### src/rtl/vred_pkg.sv
package vred_pkg;

    typedef enum logic [1:0] {
        RED_SUM     = 2'b00,
        RED_MAX     = 2'b01,
        RED_MIN     = 2'b10,
        RED_SUM_ALT = 2'b11
    } red_op_e;

endpackage

### src/rtl/vred_combine.sv
module vred_combine
    import vred_pkg::*;
#(
    parameter int ELEM_W = 32
) (
    input  red_op_e             op_i,
    input  logic [ELEM_W-1:0]   acc_i,
    input  logic [ELEM_W-1:0]   elem_i,
    output logic [ELEM_W-1:0]   res_o
);
    logic [ELEM_W-1:0] sum_w;
    logic              elem_gt_w;
    logic              elem_lt_w;

    always_comb begin
        sum_w     = acc_i + elem_i;
        elem_gt_w = $signed(elem_i) > $signed(acc_i);
        elem_lt_w = $signed(elem_i) < $signed(acc_i);
        unique case (op_i)
            RED_MAX: res_o = elem_gt_w ? elem_i : acc_i;
            RED_MIN: res_o = elem_lt_w ? elem_i : acc_i;
            default: res_o = sum_w;
        endcase
    end
endmodule

### src/rtl/vred_gate.sv
module vred_gate #(
    parameter int NUM_ELEMS = 16,
    parameter int IDX_W     = 4
) (
    input  logic [IDX_W-1:0] idx_i,
    input  logic [IDX_W:0]   vl_i,
    input  logic             mask_en_i,
    input  logic             mask_bit_i,
    input  logic             valid_i,
    output logic             take_o,
    output logic             last_o
);
    localparam logic [IDX_W-1:0] LAST_IDX = IDX_W'(NUM_ELEMS - 1);

    logic in_len_w;
    logic mask_ok_w;

    always_comb begin
        in_len_w  = {1'b0, idx_i} < vl_i;
        mask_ok_w = !mask_en_i || mask_bit_i;
        take_o    = valid_i && in_len_w && mask_ok_w;
        last_o    = valid_i && (idx_i == LAST_IDX);
    end
endmodule

### src/rtl/vred_unit.sv
module vred_unit
    import vred_pkg::*;
#(
    parameter int ELEM_W    = 32,
    parameter int NUM_ELEMS = 16,
    parameter int VL_W      = 8
) (
    input  logic              clk,
    input  logic              rst_n,
    input  logic              start_i,
    input  logic [1:0]        op_i,
    input  logic              mask_en_i,
    input  logic [VL_W-1:0]   vlen_i,
    input  logic [ELEM_W-1:0] seed_i,
    input  logic              elem_valid_i,
    input  logic [ELEM_W-1:0] elem_i,
    input  logic              mask_bit_i,
    output logic              busy_o,
    output logic              done_o,
    output logic              wr_en_o,
    output logic [ELEM_W-1:0] result_o
);
    localparam int IDX_W = (NUM_ELEMS > 1) ? $clog2(NUM_ELEMS) : 1;
    localparam int VLE_W = IDX_W + 1;

    typedef struct packed {
        logic              busy;
        logic              done;
        logic              wr;
        logic              men;
        red_op_e           op;
        logic [IDX_W-1:0]  idx;
        logic [VLE_W-1:0]  vl;
        logic [ELEM_W-1:0] acc;
    } st_t;

    st_t st_d, st_q;

    logic [31:0]       vlen_ext_w;
    logic [VLE_W-1:0]  vl_clamp_w;
    logic              take_w;
    logic              last_w;
    logic [ELEM_W-1:0] fold_w;

    assign vlen_ext_w = 32'(vlen_i);
    assign vl_clamp_w = (vlen_ext_w > 32'(NUM_ELEMS)) ? VLE_W'(NUM_ELEMS)
                                                      : VLE_W'(vlen_ext_w);

    vred_gate #(
        .NUM_ELEMS (NUM_ELEMS),
        .IDX_W     (IDX_W)
    ) gate_i (
        .idx_i      (st_q.idx),
        .vl_i       (st_q.vl),
        .mask_en_i  (st_q.men),
        .mask_bit_i (mask_bit_i),
        .valid_i    (elem_valid_i && st_q.busy),
        .take_o     (take_w),
        .last_o     (last_w)
    );

    vred_combine #(
        .ELEM_W (ELEM_W)
    ) comb_i (
        .op_i   (st_q.op),
        .acc_i  (st_q.acc),
        .elem_i (elem_i),
        .res_o  (fold_w)
    );

    always_comb begin
        st_d      = st_q;
        st_d.done = 1'b0;
        st_d.wr   = 1'b0;
        if (!st_q.busy) begin
            if (start_i) begin
                if (vl_clamp_w == '0) begin
                    st_d.done = 1'b1;
                end else begin
                    st_d.busy = 1'b1;
                    st_d.op   = red_op_e'(op_i);
                    st_d.men  = mask_en_i;
                    st_d.vl   = vl_clamp_w;
                    st_d.idx  = '0;
                    st_d.acc  = seed_i;
                end
            end
        end else if (elem_valid_i) begin
            if (take_w) begin
                st_d.acc = fold_w;
            end
            if (last_w) begin
                st_d.busy = 1'b0;
                st_d.done = 1'b1;
                st_d.wr   = 1'b1;
            end else begin
                st_d.idx = st_q.idx + 1'b1;
            end
        end
    end

    always_ff @(posedge clk or negedge rst_n) begin
        if (!rst_n) begin
            st_q <= '{busy: 1'b0, done: 1'b0, wr: 1'b0, men: 1'b0,
                      op: RED_SUM, idx: '0, vl: '0, acc: '0};
        end else begin
            st_q <= st_d;
        end
    end

    assign busy_o   = st_q.busy;
    assign done_o   = st_q.done;
    assign wr_en_o  = st_q.wr;
    assign result_o = st_q.acc;

    // completion is a single-cycle pulse
    p_done_pulse_r8: assert property (@(posedge clk) disable iff (!rst_n)
        done_o |=> !done_o);

    // the unit is idle in the completion cycle
    p_done_idle_r8: assert property (@(posedge clk) disable iff (!rst_n)
        done_o |-> !busy_o);

    // a write is only offered together with completion
    p_wr_needs_done_r7: assert property (@(posedge clk) disable iff (!rst_n)
        wr_en_o |-> done_o);

    // zero length completes at once without a write
    p_zero_len_r7: assert property (@(posedge clk) disable iff (!rst_n)
        (!busy_o && start_i && vlen_i == '0) |=> (done_o && !wr_en_o && !busy_o));

    // configuration is frozen while a reduction runs
    p_cfg_hold_r9: assert property (@(posedge clk) disable iff (!rst_n)
        busy_o |=> ($stable(st_q.op) && $stable(st_q.men) && $stable(st_q.vl)));

    // a start without an element cannot end a running reduction
    p_start_busy_r9: assert property (@(posedge clk) disable iff (!rst_n)
        (busy_o && start_i && !elem_valid_i) |=> busy_o);

    // an idle stream cycle leaves index and accumulator alone
    p_stall_r12: assert property (@(posedge clk) disable iff (!rst_n)
        (busy_o && !elem_valid_i) |=> ($stable(st_q.idx) && $stable(st_q.acc)));
endmodule

### config.mk
export PLATFORM = sky130hd
export DESIGN_NAME = vred_unit
export DESIGN_NICKNAME = d
export VERILOG_FILES = /design/src/rtl/vred_pkg.sv /design/src/rtl/vred_combine.sv /design/src/rtl/vred_gate.sv /design/src/rtl/vred_unit.sv
export SDC_FILE = /design/constraint.sdc
export NUM_CORES = 1
export LEC_CHECK = 0
export BUFFER_PORTS_ARGS = -buffer_cell sky130_fd_sc_hd__buf_2
export CAP_MARGIN = 20
export CORE_ASPECT_RATIO = 0.8
export CORE_UTILIZATION = 50
export CTS_CLUSTER_DIAMETER = 120
export DETAILED_ROUTE_END_ITERATION = 7
export PLACE_DENSITY = 0.73
export SLEW_MARGIN = 20
export SYNTH_ARGS = -nofsm -noshare
export SYNTH_HDL_FRONTEND = slang
export SYNTH_HIERARCHICAL = 1
export SYNTH_SLANG_ARGS = --single-unit
### constraint.sdc
create_clock -name clk -period 4.8 [get_ports clk]
set_clock_uncertainty 0.1 [all_clocks]
set_input_delay 0.96 -clock clk [delete_from_list [all_inputs] [get_ports clk]]
set_output_delay 0.96 -clock clk [all_outputs]
set_load 0.005 [all_outputs]
Yosys cells after proc, flatten, opt, wreduce, memory -nomap -nowiden
Index checks and enable logic that the tools add are counted.
Cells by class
  add/sub/neg operators: 2
  $lt $le $gt $ge: 4
  eq/ne operators: 9
  mux-type cells: 19
  bitwise operators: 2
  reductions and logical operators: 11
Operators with widths (count)
  32-bit two-way mux: 5
  41-bit two-way mux: 2
  32-bit case mux with 2 select lines: 1
  32-bit adder: 1
  32-bit greater-than comparator: 1
  32-bit less-than comparator: 1
  4-bit two-way mux: 3
  8-bit by 5-bit greater-than comparator with 1-bit output (second input constant): 1
  3-bit two-way mux: 2
  2-bit inequality test (second input constant): 3
  3-bit by 2-bit inequality test with 1-bit output (second input constant): 2
  6-bit AND reduction: 1
  5-bit logical NOT: 1
  4-bit by 5-bit less-than comparator with 1-bit output: 1
  5-bit two-way mux: 1
  4-bit by 1-bit adder with 4-bit output (second input constant): 1
  4-bit equality test (second input constant): 1
  1-bit logical AND: 4
  2-bit two-way mux: 2
  4-bit AND reduction: 1
  1-bit two-way mux: 3
  3-bit AND reduction: 1
  2-bit by 1-bit equality test with 1-bit output (second input constant): 1
  2-bit equality test (second input constant): 1
  other kinds (5): 6
Storage, ports and cells
  register bits after elaboration: 47
  input bits: 80
  output and inout bits: 35
  logic and storage cells: 55

Logic depth before layout (Yosys ltp)
  word-level depth: 6
  mapped depth: 17
  gate-level depth less buffers: 15

By module
The synthesis kept the hierarchy.
Modules (own cells, without submodules)
  vred_combine: instances 1, cells an instance 440, area an instance 3244.4 µm², seq. area each 0.0 µm²
  vred_unit: instances 1, cells an instance 268, area an instance 2586.2 µm², seq. area each 1176.1 µm²
  vred_gate: instances 1, cells an instance 18, area an instance 111.4 µm², seq. area each 0.0 µm²

Worst setup path before layout
No wires, ideal clock.
  kind: in2reg
  from: input port elem_i[17]
  to: register st_q, in the netlist result_o[22]
  library setup time: 0.129 ns
  data arrival time: 3.511 ns
  required time: 4.571 ns
  slack: 1.060 ns
  stages: 16
  path buffers: 3
  cells stage by stage: ha_1 -> buf_6 -> a21o_1 -> a21o_1 -> a21oi_1 -> o21ai_2 -> a22o_2 -> nor3_2 -> buf_6 -> mux2_4 -> and2_4 -> buf_6 -> a32oi_1 -> o21ai_0 -> nor2_1 -> a211oi_1
Between the ends
  cells in the longest elaborated chain, start to end: 5
  elaborated cells on any way between the ends: 10
  those cells by class: add/sub: 1; order compare: 2; eq/ne: 2; mux: 4; reduce/logical: 1
Ends and longest elaborated chain
  start: declaration: line vred_unit.sv:16  | input logic [ELEM_W-1:0] elem_i,
  32-bit adder: line vred_combine.sv:16  | sum_w = acc_i + elem_i;
  32-bit case mux with 2 select lines: line vred_combine.sv:19  | unique case (op_i)
  named net fold_w[22]: line vred_unit.sv:43  | logic [ELEM_W-1:0] fold_w;
  32-bit two-way mux: line vred_unit.sv:89  | if (take_w) begin
  32-bit two-way mux: line vred_unit.sv:88  | end else if (elem_valid_i) begin
  32-bit two-way mux: line vred_unit.sv:75  | if (!st_q.busy) begin
  end signal: assignment: line vred_unit.sv:104  | st_q <= '{busy: 1'b0, done: 1'b0, wr: 1'b0, men: 1'b0,
  end signal: assignment: line vred_unit.sv:107  | st_q <= st_d;
  end: declaration: line vred_unit.sv:37  | st_t st_d, st_q;
The timed path passes the listed nets, and every way through them passes these cells. The select of a mux whose other input is x is not followed.
A chain may end at the register's enable or synchronous reset.

Worst setup path after layout
  from: input port elem_i[17]
  to: register st_q, in the netlist result_o[26]
The elaborated chain is that of the path after synthesis.

==> flow_summary.toml <==
[sta]
rsz0062_at_grt = "false"
hold_viol = 0
min_period_over_period = 0.929
tns_ns = 0
fmax_mhz = 224
tightest_slew_ns = 0.980
slew_violations = 0
min_period_ns = 4.46
max_slew_margin = 0.346
finalSetupViolCount = 0

[synthesis]
synth-edff-count = 0
synth.top_cell.area_share = 0.198
synth.area.mux_share = 0.0352
synthesis.nets = 876
avgSynthCellArea_um2 = 8.18
yosys_register_bits = 47
yosysMostFrequentCell = "nor2_1"
ys_warn_count = 6
synth_top_family_by_area = "compound AO/OA/AOI/OAI gates"
synth-seq-area-share = 0.198
synthesis.area_mm2 = 0.00594
post_synth_num_cell_types = 74
syn_inst = 726
synth-simple-area-share = 0.149
yosysTopAreaCell = "dfrtp_1"
async_flop_share = 1.00
synthAdderAreaFrac = 0.149
synthXorXnorAreaFrac = 0.0398
synth-compound-area-share = 0.301
yosys_most_used_dff = "dfrtp_1"
ys_top_cells_by_count = "nor2_1, ha_1, inv_1"
synthTopCellsByArea = "dfrtp_1, ha_1, a211oi_1"

[detailed_routing]
dr.pass1.iters = 5
drtAntennaViolNets = 0
wl_um = 16700
route.detailed.drc = 0
first_iter_violations = 298
vias = 5585
vias_per_cell = 5.99
routedWlPerCell_um = 17.9

[critical_path]
crit_type = "in2reg"
worstPathArrival_ns = 4.56
crit_path_max_fanout = 24
crit_path_end_kind = "flop"
required_ns = 4.90
worstSetupStartpointType = "primary input"

[cts]
numCtsBuffers = 5
root_buffer = "clkbuf_16"
h-tree-depth = 2
clk_pin_slew_worst_paths_ns = 0.08
cts_resized = 0
holdBufCountCts = 0
cts_buffer_depth = 2
clkLatencyLatePin_ns = 0.30
cts.sinks = 47
post-cts-setup-buffer-count = 0
cts_tree = "done"

[placement]
gp_congestion = 0.963
dp_hpwl_um = 12000
portBuffers = 114
placed_cell_area_mm2 = 0.00625

[pwr]
swShare = 0.519
ir_drop_mv = 0.353
power_frac_seq = 0.187
power.clock.fraction = 0.084
leakage_uw = 0.00300
combPwrFrac = 0.729
powerDensity_mw_per_mm2 = 696
p_int_uw = 2140
p_switching_uw = 2310

[floorplanning]
io_pins = 115
die_x_um = 124
rows = 35
initial_core_util = 0.514
core-area_mm2 = 0.0116
die_area_mm2 = 0.0123
die_y_um = 99.5

[outcome]
outcome = "complete, no violations"

[global_routing]
antenna_found_initial = 0
grt_first_pass_wirelength_um = 27100
grt-ovfl-total = 0
grt_max_degree = 48
grt_pass1_vias = 5300
track_usage = 0.279

[finish]
antenna_cells = 0
area_delta_synth_final_pct = 7.79
layout-drive-gt1-share = 0.224
stdcell_area_mm2 = 0.00640
fin_util = 0.554
fin_nets = 933

[job]
cap_violations = 0

[worst_hold_path]
min_path_type = "reg2reg"
cell families (layout without fill, tap and decap cells):
group,after synthesis,count (layout)
AND/OR/NAND/NOR,180,180
XOR/XNOR,27,27
flip-flops,47,47
buffers and inverters,140,198
multiplexers,19,19
AO/OA/AOI/OAI,243,243
adder cells (fa/ha/maj),70,70
flip-flops by register name (all words and copies together) (netlist names):
signal    flops
result_o     32
done_o        1
wr_en_o       1
busy_o        1
st_q         12
through the flow:
stage	hold slack, ns	worst slack, ns	std cells	power [µW]
final	0.417	0.339	932	4450
after global placement	0.390	0.222	924	3930
after CTS	0.415	0.327	932	4430
after floorplan	0.365	1.06	726	3480
after detailed placement	0.393	0.0797	924	4020
after global routing	0.443	0.0150	932	4860
cell type report:
type / instances / area [µm²]
timing repair buffer: 123 / 638
clock buffer: 5 / 125
multi-input combinational: 539 / 4000
tap: 148 / 185
sequential: 47 / 1180
inverter: 67 / 251
clock inverter: 3 / 25.0
fill: 1074 / 5160
placed cells by master (no fill, tap or decap), types with 6 or more instances in the layout:
| cell | instances |
|---|---|
| buf_2 | 114 |
| nor2_1 | 97 |
| ha_1 | 69 |
| inv_1 | 67 |
| a211oi_1 | 65 |
| a21oi_1 | 60 |
| dfrtp_1 | 47 |
| o21ai_0 | 27 |
| xnor2_1 | 23 |
| nand2_1 | 22 |
| a21o_1 | 12 |
| a32oi_1 | 12 |
| o21bai_1 | 10 |
| mux2_2 | 10 |
| nor2b_1 | 10 |
| a221oi_2 | 9 |
| buf_4 | 9 |
| nor4_1 | 7 |
| mux2i_1 | 7 |
| nand4_1 | 6 |
| o21ai_1 | 6 |
power by group through the flow:
stage | Sequential, µW | Combinational, µW | Clock (µW)
after CTS | 830 | 3210 | 384
after global placement | 822 | 3110 | 0
after global routing | 869 | 3590 | 401
after detailed placement | 835 | 3190 | 0
after floorplan | 756 | 2720 | 0
final | 833 | 3250 | 375
worst max-delay path, stage by stage:
cell and delay, ns:
buf_2 0.12, ha_1 0.39, a21o_1 0.19, a21o_1 0.17
a21oi_1 0.25, o21ai_2 0.13, a22o_2 0.27, nor3_2 0.55
a21oi_4 0.16, o22ai_4 0.74, a221oi_1 0.16, a21oi_1 0.17
nor2_1 0.06, a211oi_1 0.20
final timing paths:
check | depth (start not counted) | endpoint | startpoint | slack (ns)
max | 14 | result_o[26]$_DFFE_PN0P_ | elem_i[17] | 0.34
min | 1 | st_q[33]$_DFFE_PN0P_ | st_q[33]$_DFFE_PN0P_ | 0.42
max reg2reg | 14 | result_o[26]$_DFFE_PN0P_ | result_o[17]$_DFFE_PN0P_ | 0.66
min reg2reg | 1 | st_q[33]$_DFFE_PN0P_ | st_q[33]$_DFFE_PN0P_ | 0.42
max in group asynchronous | 2 | result_o[19]$_DFFE_PN0P_ | rst_n | 3.49
min in group asynchronous | 2 | result_o[0]$_DFFE_PN0P_ | rst_n | 0.67
routing by layer:
layer,wire length [µm],GRT usage,part of all wire
met2,7550,0.441,0.45
met4,126,0.0538,0.0076
met3,973,0.0447,0.058
met5,0,0,0
met1,8010,0.398,0.48
Power figures use the tool's default switching activity.
